===== src/rtl/reset_hub_pkg.sv =====
package reset_hub_pkg;
  localparam int CAUSE_W = 4;
  localparam int C_PIN = 0;
  localparam int C_BOD = 1;
  localparam int C_WDT = 2;
  localparam int C_SW  = 3;

  typedef struct packed {
    logic pin;
    logic bod;
    logic wdt;
    logic sw;
  } resetReq_t;

  typedef struct packed {
    logic               clearSw;
    logic               clearProt;
    logic               blockWr;
    logic               causeLoad;
    logic               causeReplace;
    logic [CAUSE_W-1:0] causeBit;
  } ctrlStrobe_t;
endpackage


===== src/rtl/reset_hub_sync.sv =====
module reset_hub_sync #(
  parameter int   STAGES    = 2,
  parameter logic RESET_VAL = 1'b0
) (
  input  logic clk,
  input  logic rstN,
  input  logic d,
  output logic q
);
  logic [STAGES-1:0] chain;

  generate
    if (STAGES == 1) begin : g_one
      always_ff @(posedge clk or negedge rstN) begin
        if (!rstN) chain <= RESET_VAL;
        else       chain <= d;
      end
    end else begin : g_many
      always_ff @(posedge clk or negedge rstN) begin
        if (!rstN) chain <= {STAGES{RESET_VAL}};
        else       chain <= {chain[STAGES-2:0], d};
      end
    end
  endgenerate

  assign q = chain[STAGES-1];
endmodule


===== src/rtl/reset_hub_dp.sv =====
module reset_hub_dp
  import reset_hub_pkg::*;
#(
  parameter int SYNC_STAGES = 2,
  parameter int MODE_W      = 2
) (
  input  logic               clk,
  input  logic               pinResetN,
  input  logic               brownOutDet,
  input  logic               wdtUnderflow,
  input  logic               mainClkSel,
  input  logic               mainClkStable,
  input  logic               cfgWe,
  input  logic [2:0]         cfgData,
  input  logic               modeWe,
  input  logic [MODE_W-1:0]  modeData,
  input  ctrlStrobe_t        strobe,
  output resetReq_t          req,
  output logic [2:0]         ctrlBits,
  output logic [MODE_W-1:0]  procMode,
  output logic [CAUSE_W-1:0] resetCause,
  output logic               wdtIrq
);
  logic pinSyncQ;
  logic bodSyncQ;
  logic swBit;
  logic wdtSel;
  logic bodEn;
  logic [MODE_W-1:0] modeReg;
  logic [CAUSE_W-1:0] causeReg;
  logic irqReg;
  logic wrOk;
  logic swAllowed;

  reset_hub_sync #(.STAGES(SYNC_STAGES), .RESET_VAL(1'b0)) u_pinSync (
    .clk(clk), .rstN(pinResetN), .d(1'b1), .q(pinSyncQ)
  );

  reset_hub_sync #(.STAGES(SYNC_STAGES), .RESET_VAL(1'b0)) u_bodSync (
    .clk(clk), .rstN(pinResetN), .d(brownOutDet), .q(bodSyncQ)
  );

  assign wrOk      = !strobe.blockWr;
  assign swAllowed = mainClkSel & mainClkStable;

  always_ff @(posedge clk or negedge pinResetN) begin
    if (!pinResetN) begin
      swBit    <= 1'b0;
      wdtSel   <= 1'b0;
      bodEn    <= 1'b0;
      modeReg  <= '0;
      causeReg <= CAUSE_W'(1) << C_PIN;
      irqReg   <= 1'b0;
    end else begin
      irqReg <= wdtUnderflow & ~wdtSel;

      if (strobe.clearSw)
        swBit <= 1'b0;
      else if (cfgWe && wrOk)
        swBit <= cfgData[0] & swAllowed;

      if (strobe.clearProt) begin
        wdtSel  <= 1'b0;
        modeReg <= '0;
      end else if (wrOk) begin
        if (cfgWe)  wdtSel  <= cfgData[1];
        if (modeWe) modeReg <= modeData;
      end

      if (cfgWe && wrOk)
        bodEn <= cfgData[2];

      if (strobe.causeLoad)
        causeReg <= strobe.causeReplace ? strobe.causeBit
                                        : (causeReg | strobe.causeBit);
    end
  end

  assign req.pin    = ~pinSyncQ;
  assign req.bod    = bodSyncQ & bodEn;
  assign req.wdt    = wdtUnderflow & wdtSel;
  assign req.sw     = swBit;

  assign ctrlBits   = {bodEn, wdtSel, swBit};
  assign procMode   = modeReg;
  assign resetCause = causeReg;
  assign wdtIrq     = irqReg;
endmodule


===== src/rtl/reset_hub_ctrl.sv =====
module reset_hub_ctrl
  import reset_hub_pkg::*;
#(
  parameter int HOLD_CYCLES = 16
) (
  input  logic        clk,
  input  logic        pinResetN,
  input  resetReq_t   req,
  output ctrlStrobe_t strobe,
  output logic        sysResetN,
  output logic        protResetN,
  output logic        vectorFetch
);
  localparam int CNT_W = $clog2(HOLD_CYCLES + 1);

  logic             inReset;
  logic             fullKind;
  logic [CNT_W-1:0] holdCnt;
  logic             vecQ;
  logic             anyReq;
  logic             fullReq;
  logic [CAUSE_W-1:0] winner;

  assign anyReq  = req.pin | req.bod | req.wdt | req.sw;
  assign fullReq = req.pin | req.bod;

  always_comb begin
    winner = '0;
    if (req.pin)      winner[C_PIN] = 1'b1;
    else if (req.bod) winner[C_BOD] = 1'b1;
    else if (req.wdt) winner[C_WDT] = 1'b1;
    else if (req.sw)  winner[C_SW]  = 1'b1;
  end

  always_comb begin
    strobe.clearSw      = anyReq;
    strobe.clearProt    = fullReq | (inReset & fullKind);
    strobe.blockWr      = inReset | anyReq;
    strobe.causeLoad    = anyReq;
    strobe.causeReplace = fullReq;
    strobe.causeBit     = winner;
  end

  always_ff @(posedge clk or negedge pinResetN) begin
    if (!pinResetN) begin
      inReset  <= 1'b1;
      fullKind <= 1'b1;
      holdCnt  <= CNT_W'(HOLD_CYCLES);
      vecQ     <= 1'b0;
    end else begin
      vecQ <= 1'b0;
      if (anyReq) begin
        inReset  <= 1'b1;
        holdCnt  <= CNT_W'(HOLD_CYCLES);
        fullKind <= fullReq | (inReset & fullKind);
      end else if (inReset) begin
        if (holdCnt == CNT_W'(1)) begin
          inReset  <= 1'b0;
          fullKind <= 1'b0;
          vecQ     <= 1'b1;
        end else begin
          holdCnt <= holdCnt - CNT_W'(1);
        end
      end
    end
  end

  assign sysResetN   = ~inReset;
  assign protResetN  = ~(inReset & fullKind);
  assign vectorFetch = vecQ;
endmodule


===== src/rtl/reset_hub.sv =====
module reset_hub
  import reset_hub_pkg::*;
#(
  parameter int HOLD_CYCLES = 16,
  parameter int SYNC_STAGES = 2,
  parameter int MODE_W      = 2
) (
  input  logic               clk,
  input  logic               pinResetN,
  input  logic               brownOutDet,
  input  logic               wdtUnderflow,
  input  logic               mainClkSel,
  input  logic               mainClkStable,
  input  logic               cfgWe,
  input  logic [2:0]         cfgData,
  input  logic               modeWe,
  input  logic [MODE_W-1:0]  modeData,
  output logic               sysResetN,
  output logic               protResetN,
  output logic               vectorFetch,
  output logic               wdtIrq,
  output logic [2:0]         ctrlBits,
  output logic [MODE_W-1:0]  procMode,
  output logic [CAUSE_W-1:0] resetCause
);
  ctrlStrobe_t strobe;
  resetReq_t   req;

  reset_hub_ctrl #(.HOLD_CYCLES(HOLD_CYCLES)) u_ctrl (
    .clk(clk), .pinResetN(pinResetN), .req(req), .strobe(strobe),
    .sysResetN(sysResetN), .protResetN(protResetN), .vectorFetch(vectorFetch)
  );

  reset_hub_dp #(.SYNC_STAGES(SYNC_STAGES), .MODE_W(MODE_W)) u_dp (
    .clk(clk), .pinResetN(pinResetN), .brownOutDet(brownOutDet),
    .wdtUnderflow(wdtUnderflow), .mainClkSel(mainClkSel),
    .mainClkStable(mainClkStable), .cfgWe(cfgWe), .cfgData(cfgData),
    .modeWe(modeWe), .modeData(modeData), .strobe(strobe), .req(req),
    .ctrlBits(ctrlBits), .procMode(procMode), .resetCause(resetCause),
    .wdtIrq(wdtIrq)
  );
endmodule


===== config.mk =====
export PLATFORM = sky130hd
export DESIGN_NAME = reset_hub
export DESIGN_NICKNAME = d
export VERILOG_FILES = /design/src/rtl/reset_hub_pkg.sv /design/src/rtl/reset_hub_sync.sv /design/src/rtl/reset_hub_dp.sv /design/src/rtl/reset_hub_ctrl.sv /design/src/rtl/reset_hub.sv
export SDC_FILE = /design/constraint.sdc
export NUM_CORES = 1
export LEC_CHECK = 0
export BUFFER_PORTS_ARGS = -buffer_cell sky130_fd_sc_hd__buf_2
export CAP_MARGIN = 20
export CORE_MARGIN = 10
export CORE_UTILIZATION = 49
export DETAILED_ROUTE_END_ITERATION = 7
export GPL_ROUTABILITY_DRIVEN = 1
export PLACE_DENSITY = 0.76
export SYNTH_ARGS = -nofsm -noshare
export SYNTH_HDL_FRONTEND = slang
export SYNTH_SLANG_ARGS = --single-unit

===== constraint.sdc =====
create_clock -name clk -period 2.2 [get_ports clk]
set_input_delay 0.11 -clock clk [delete_from_list [all_inputs] [get_ports clk]]
set_output_delay 0.11 -clock clk [all_outputs]
set_load 0.005 [all_outputs]

==> Word level (Yosys, flattened, before mapping) <==
Cells that the tools add are included.
W data, S select, Z words.
{ "word_totals": {"ff_bits": 22, "mem_bits_ro": 0, "ramBits": 0, "inputBits": 13, "out_inout_bits": 13, "wordCells": 71, "memories": 0, "latchBits": 0} }
{ "op_classes": {"muxes": 28, "addsub": 1, "div_mod_pow": 0, "reduce_logical": 11, "n_lt_le_gt_ge": 0, "bitwise_logic": 16, "shifts": 0, "multipliers": 0, "eq_ne": 3} }
{ "op_table": {"columns": ["op", "n"], "rows": [
  ["$mux W1", 19],
  ["$mux W5", 3],
  ["$reduce_bool A2 Y1", 5],
  ["$mux W2", 4],
  ["$reduce_and A2 Y1", 4],
  ["$and A1 B1 Y1", 6],
  ["$eq A5 B1 Y1 const B", 1],
  ["$or A1 B1 Y1", 5],
  ["$sub A5 B1 Y5 const B", 1],
  ["$mux W4", 1],
  ["$not A1 Y1", 4],
  ["$or A4 B4 Y4", 1],
  ["$mux W3", 1],
  ["$ne A2 B1 Y1 const B", 1],
  ["$ne A2 B2 Y1 const B", 1],
  ["$logic_and A1 B1 Y1", 1],
  ["$logic_not A1 Y1", 1]
]} }

==> Depth between registers and ports, before layout <==
{ "depth": {"word_depth": 9, "depth_mapped": 5} }

==> By module <==
From an unflattened synthesis, not the netlist that was laid out.
{ "hier_totals": {"cells_unflattened": 95, "area_unflattened_um2": 1054.8} }
{ "modules_own_cells": {"columns": ["module", "cells_per_inst", "seq_area_each_um2", "area_each_um2", "instances"], "rows": [
  ["reset_hub_ctrl", 55, 203.9, 506.7, 1],
  ["reset_hub_dp", 36, 251.5, 447.9, 1],
  ["reset_hub_sync", 2, 50.0, 50.0, 2]
]} }

==> Worst setup path after synthesis <==
No wires, ideal clock.
{ "synth_path": {"path_type": "reg2reg", "startpoint": "register u_ctrl.inReset", "endpoint": "register u_ctrl.holdCnt[3]", "t_arrival_ps": 1479, "stages_incl_launch_ff": 5, "slack_ps": 642, "setup_time_ps": 79, "period_less_slack_ps": 1558, "path_buffers": 1, "path_cell_list": "dfstp_2 buf_4 or4b_1 or3_1 a21oi_1"} }
{ "synth_between": {"elab_chain_len": 2} }
{ "synth_lines": {"columns": ["item", "line_no", "source"], "rows": [
  ["start: declaration", "reset_hub_ctrl.sv:16", "logic inReset;"],
  ["start signal: assignment", "reset_hub_ctrl.sv:46", "inReset <= 1'b1;"],
  ["start signal: assignment", "reset_hub_ctrl.sv:53", "inReset <= 1'b1;"],
  ["start signal: assignment", "reset_hub_ctrl.sv:58", "inReset <= 1'b0;"],
  ["$reduce_bool A2 Y1 (no source line)", null, null],
  ["$reduce_and A2 Y1 (no source line)", null, null],
  ["end signal: assignment", "reset_hub_ctrl.sv:48", "holdCnt <= CNT_W'(HOLD_CYCLES);"],
  ["end signal: assignment", "reset_hub_ctrl.sv:54", "holdCnt <= CNT_W'(HOLD_CYCLES);"],
  ["end signal: assignment", "reset_hub_ctrl.sv:62", "holdCnt <= holdCnt - CNT_W'(1);"],
  ["end: declaration", "reset_hub_ctrl.sv:18", "logic [CNT_W-1:0] holdCnt;"]
]} }
Every way passes these cells.
A chain may end at the register's enable or synchronous reset.

==> Final worst setup path <==
Same ends and word-level chain as after synthesis.

==> results.sh <==
export IMPL_io_pins=26
export IMPL_cts_tree="built"
export IMPL_arrival_ns=1.82
export IMPL_syn_to_final_growth_pct=18.4
export IMPL_drive_above_1_share_pct=34.5
export IMPL_syn_area_per_cell_um2=11.3
export IMPL_status="complete, no violations"
export IMPL_leakage_nw=0.580
export IMPL_root_buffer="clkbuf_4"
export IMPL_ir_worst_vdd_mv=0.454
export IMPL_required_ns=2.42
export IMPL_synth_edf_count=0
export IMPL_synth_top_cells_by_area="dfrtp_1, dfstp_2, mux2_2"
export IMPL_grt_overflow=0
export IMPL_clk_latency_ns=0.29
export IMPL_hold_violations=0
export IMPL_synth_most_common_cell="dfrtp_1"
export IMPL_startpoint_type="register"
export IMPL_die_height_um=63.8
export IMPL_powerDensity_nw_per_um2=892
export IMPL_synth_top_area_share_pct=48.0
export IMPL_die_w_um=63.8
export IMPL_core_area_um2=1760
export IMPL_grt_antenna_before_repair=0
export IMPL_ant_nets=0
export IMPL_yosysSeqAreaShare_pct=59.2
export IMPL_clock_path_buffers=2
export IMPL_max_cap_violations=0
export IMPL_timing_fmax_mhz=628
export IMPL_worstSetupEndpointType="register"
export IMPL_fin_crit_ns=1.59
export IMPL_cts_reportedPaths_clkPinSlew_ns=0.11
export IMPL_rrSetupSlack_ns=0.61
export IMPL_dp_hpwl_um=1450
export IMPL_routed_wl_um=1860
export IMPL_numPortBuffers=25
export IMPL_synthCells=83
export IMPL_first_global_vias=761
export IMPL_drt_pass1_iterations=4
export IMPL_drtIter0Drc=15
export IMPL_rsz0062_at_grt="false"
export IMPL_antenna_cells=0
export IMPL_power_share_combinational_pct=26.0
export IMPL_synth_cell_types=25
export IMPL_nets=126
export IMPL_fp_row_count=15
export IMPL_period_share_pct=72.4
export IMPL_cts_resized_gates=0
export IMPL_hold_buffers=2
export IMPL_grt_pass1_wl_um=3260
export IMPL_route_vias_total=682
export IMPL_place_gp_congestion=0.773
export IMPL_synth_warning_count=0
export IMPL_synth_seq_cells=22
export IMPL_syn_area_um2=938
export IMPL_drc_errors=0
export IMPL_grt_total_usage_pct=9.57
export IMPL_die_area_um2=4070
export IMPL_cts_setup_buffers=0
export IMPL_hold_path_class="input port to register"
export IMPL_final_area_um2=1110
export IMPL_netlist_top_cells_count="dfrtp_1, nand2_1, a21oi_1"
export IMPL_synth_nets=98
export IMPL_htree_levels=1
export IMPL_synth_area_leader_cell="dfrtp_1"
export IMPL_netSwitchingFraction_pct=31.5
export IMPL_finalSetupTns_ns=0
export IMPL_finalClockSkew_ns=0.00122
export IMPL_clkPwrFrac_pct=18.3
export IMPL_start_util_pct=53.2
export IMPL_synthArstFlopShare_pct=100
export IMPL_avgViaCountPerCell=5.05
export IMPL_seqPwrFrac_pct=55.7
export IMPL_internal_power_mw=0.679
export IMPL_p_switching_mw=0.312
export IMPL_placed_area_um2=1060
export IMPL_cts_sinks=22
export IMPL_synth_ff_type="dfrtp_1"
export IMPL_setup_viol=0
export IMPL_cts_buffers=3
export IMPL_worstSetupPathType="register to register"
export IMPL_post_drt_wl_per_cell_um=13.7
export IMPL_grt_max_degree=23
export IMPL_path_max_fanout=8
export IMPL_maxSlewViolCount=0
==> sequential cells by signal, summed over array words and instances, names as in the netlist <==
signal,cells
u_ctrl.fullKind,1
u_dp.bodEn,1
u_dp.swBit,1
u_dp.procMode,2
u_ctrl.holdCnt,5
u_dp.u_pinSync.chain,2
u_ctrl.vectorFetch,1
u_dp.wdtIrq,1
u_dp.resetCause,4
u_dp.wdtSel,1
u_ctrl.inReset,1
u_dp.u_bodSync.chain,2
==> worst max-delay path, stage by stage (launching register included) <==
cell     delay, ns
dfstp_2       0.61
or4b_1        0.46
or3_1         0.32
a21oi_1       0.14
==> cell usage in the layout, fill, tap and decap left out, types with 2 or more instances in the layout <==
cell type	n
or4b_1	2
dfstp_2	4
or3_1	2
clkbuf_4	3
nand2_1	10
ha_1	2
mux2_2	4
dlygate4sd3_1	2
a21oi_1	8
nor2_1	5
o21ai_0	3
nand4_1	2
dfrtp_1	18
nand3_1	2
nor2b_1	2
and3_1	3
buf_2	25
inv_1	3
==> final timing paths <==
check,cells past startpoint,endpoint,start
setup / recovery,3,u_ctrl.holdCnt[3]$_DFFE_PN0P_,u_ctrl.inReset$_DFF_PN1_
hold / removal,3,u_dp.swBit$_DFFE_PN0P_,mainClkStable
setup reg to reg,3,u_ctrl.holdCnt[3]$_DFFE_PN0P_,u_ctrl.inReset$_DFF_PN1_
hold reg to reg,0,u_dp.u_pinSync.chain[1]$_DFF_PN0_,u_dp.u_pinSync.chain[0]$_DFF_PN0_
max in group asynchronous,2,u_ctrl.inReset$_DFF_PN1_,pinResetN
min in group asynchronous,2,u_dp.resetCause[1]$_DFFE_PN0N_,pinResetN
==> kinds of logic (layout without fill, tap and decap cells) <==
group	after synthesis	in the layout	share of synthesized area [%]
AOI/OAI and AO/OA	17	17	11.2
DFF	22	22	59.2
other	1	1	0.400
adders and majority gates	2	2	2.67
buffers and inverters	7	34	4.40
muxes	4	4	4.80
and+or+nand+nor	30	30	17.3
==> final cells by class <==
type | instances | area, µm²
fillers | 169 | 653
flip-flops and latches | 22 | 556
multi-input cells | 54 | 342
repair buffers | 27 | 145
well taps | 25 | 31.3
clock buffers | 4 | 26.3
inverters | 3 | 11.3
==> metal layers <==
| metal | GRT usage, % | part of all wire [%] | up-vias |
|---|---|---|---|
| met5 | 0 | 0 | - |
| li1 | - | - | 343 |
| met4 | 2.46 | 0.65 | 0 |
| met2 | 16.2 | 48 | 17 |
| met3 | 4.36 | 7.6 | 2 |
| met1 | 10.7 | 44 | 320 |
==> power by group through the flow <==
stage | Sequential [mW] | Clock (mW) | Combinational, mW
after floorplan | 0.540 | 0 | 0.194
after global placement | 0.556 | 0 | 0.242
after detailed placement | 0.560 | 0 | 0.258
after CTS | 0.551 | 0.185 | 0.263
after global routing | 0.568 | 0.201 | 0.299
final | 0.552 | 0.181 | 0.258
==> stage by stage <==
| stage | total power, mW | setup WS [ns] | cells | util [%] | hold WS [ns] |
|---|---|---|---|---|---|
| 3_5_place_dp | 0.818 | 0.626 | 129 | 60.4 | 0.0906 |
| 6_report | 0.991 | 0.607 | 135 | 63.0 | 0.0341 |
| 5_1_grt | 1.07 | 0.473 | 135 | 63.0 | 0.0308 |
| 3_3_place_gp | 0.798 | 0.676 | 129 | 60.4 | 0.0915 |
| 4_1_cts | 1.00 | 0.601 | 135 | 63.0 | 0.0358 |
| 2_1_floorplan | 0.734 | 0.642 | 83 | - | -0.186 |
Power figures use the tool's default switching activity.
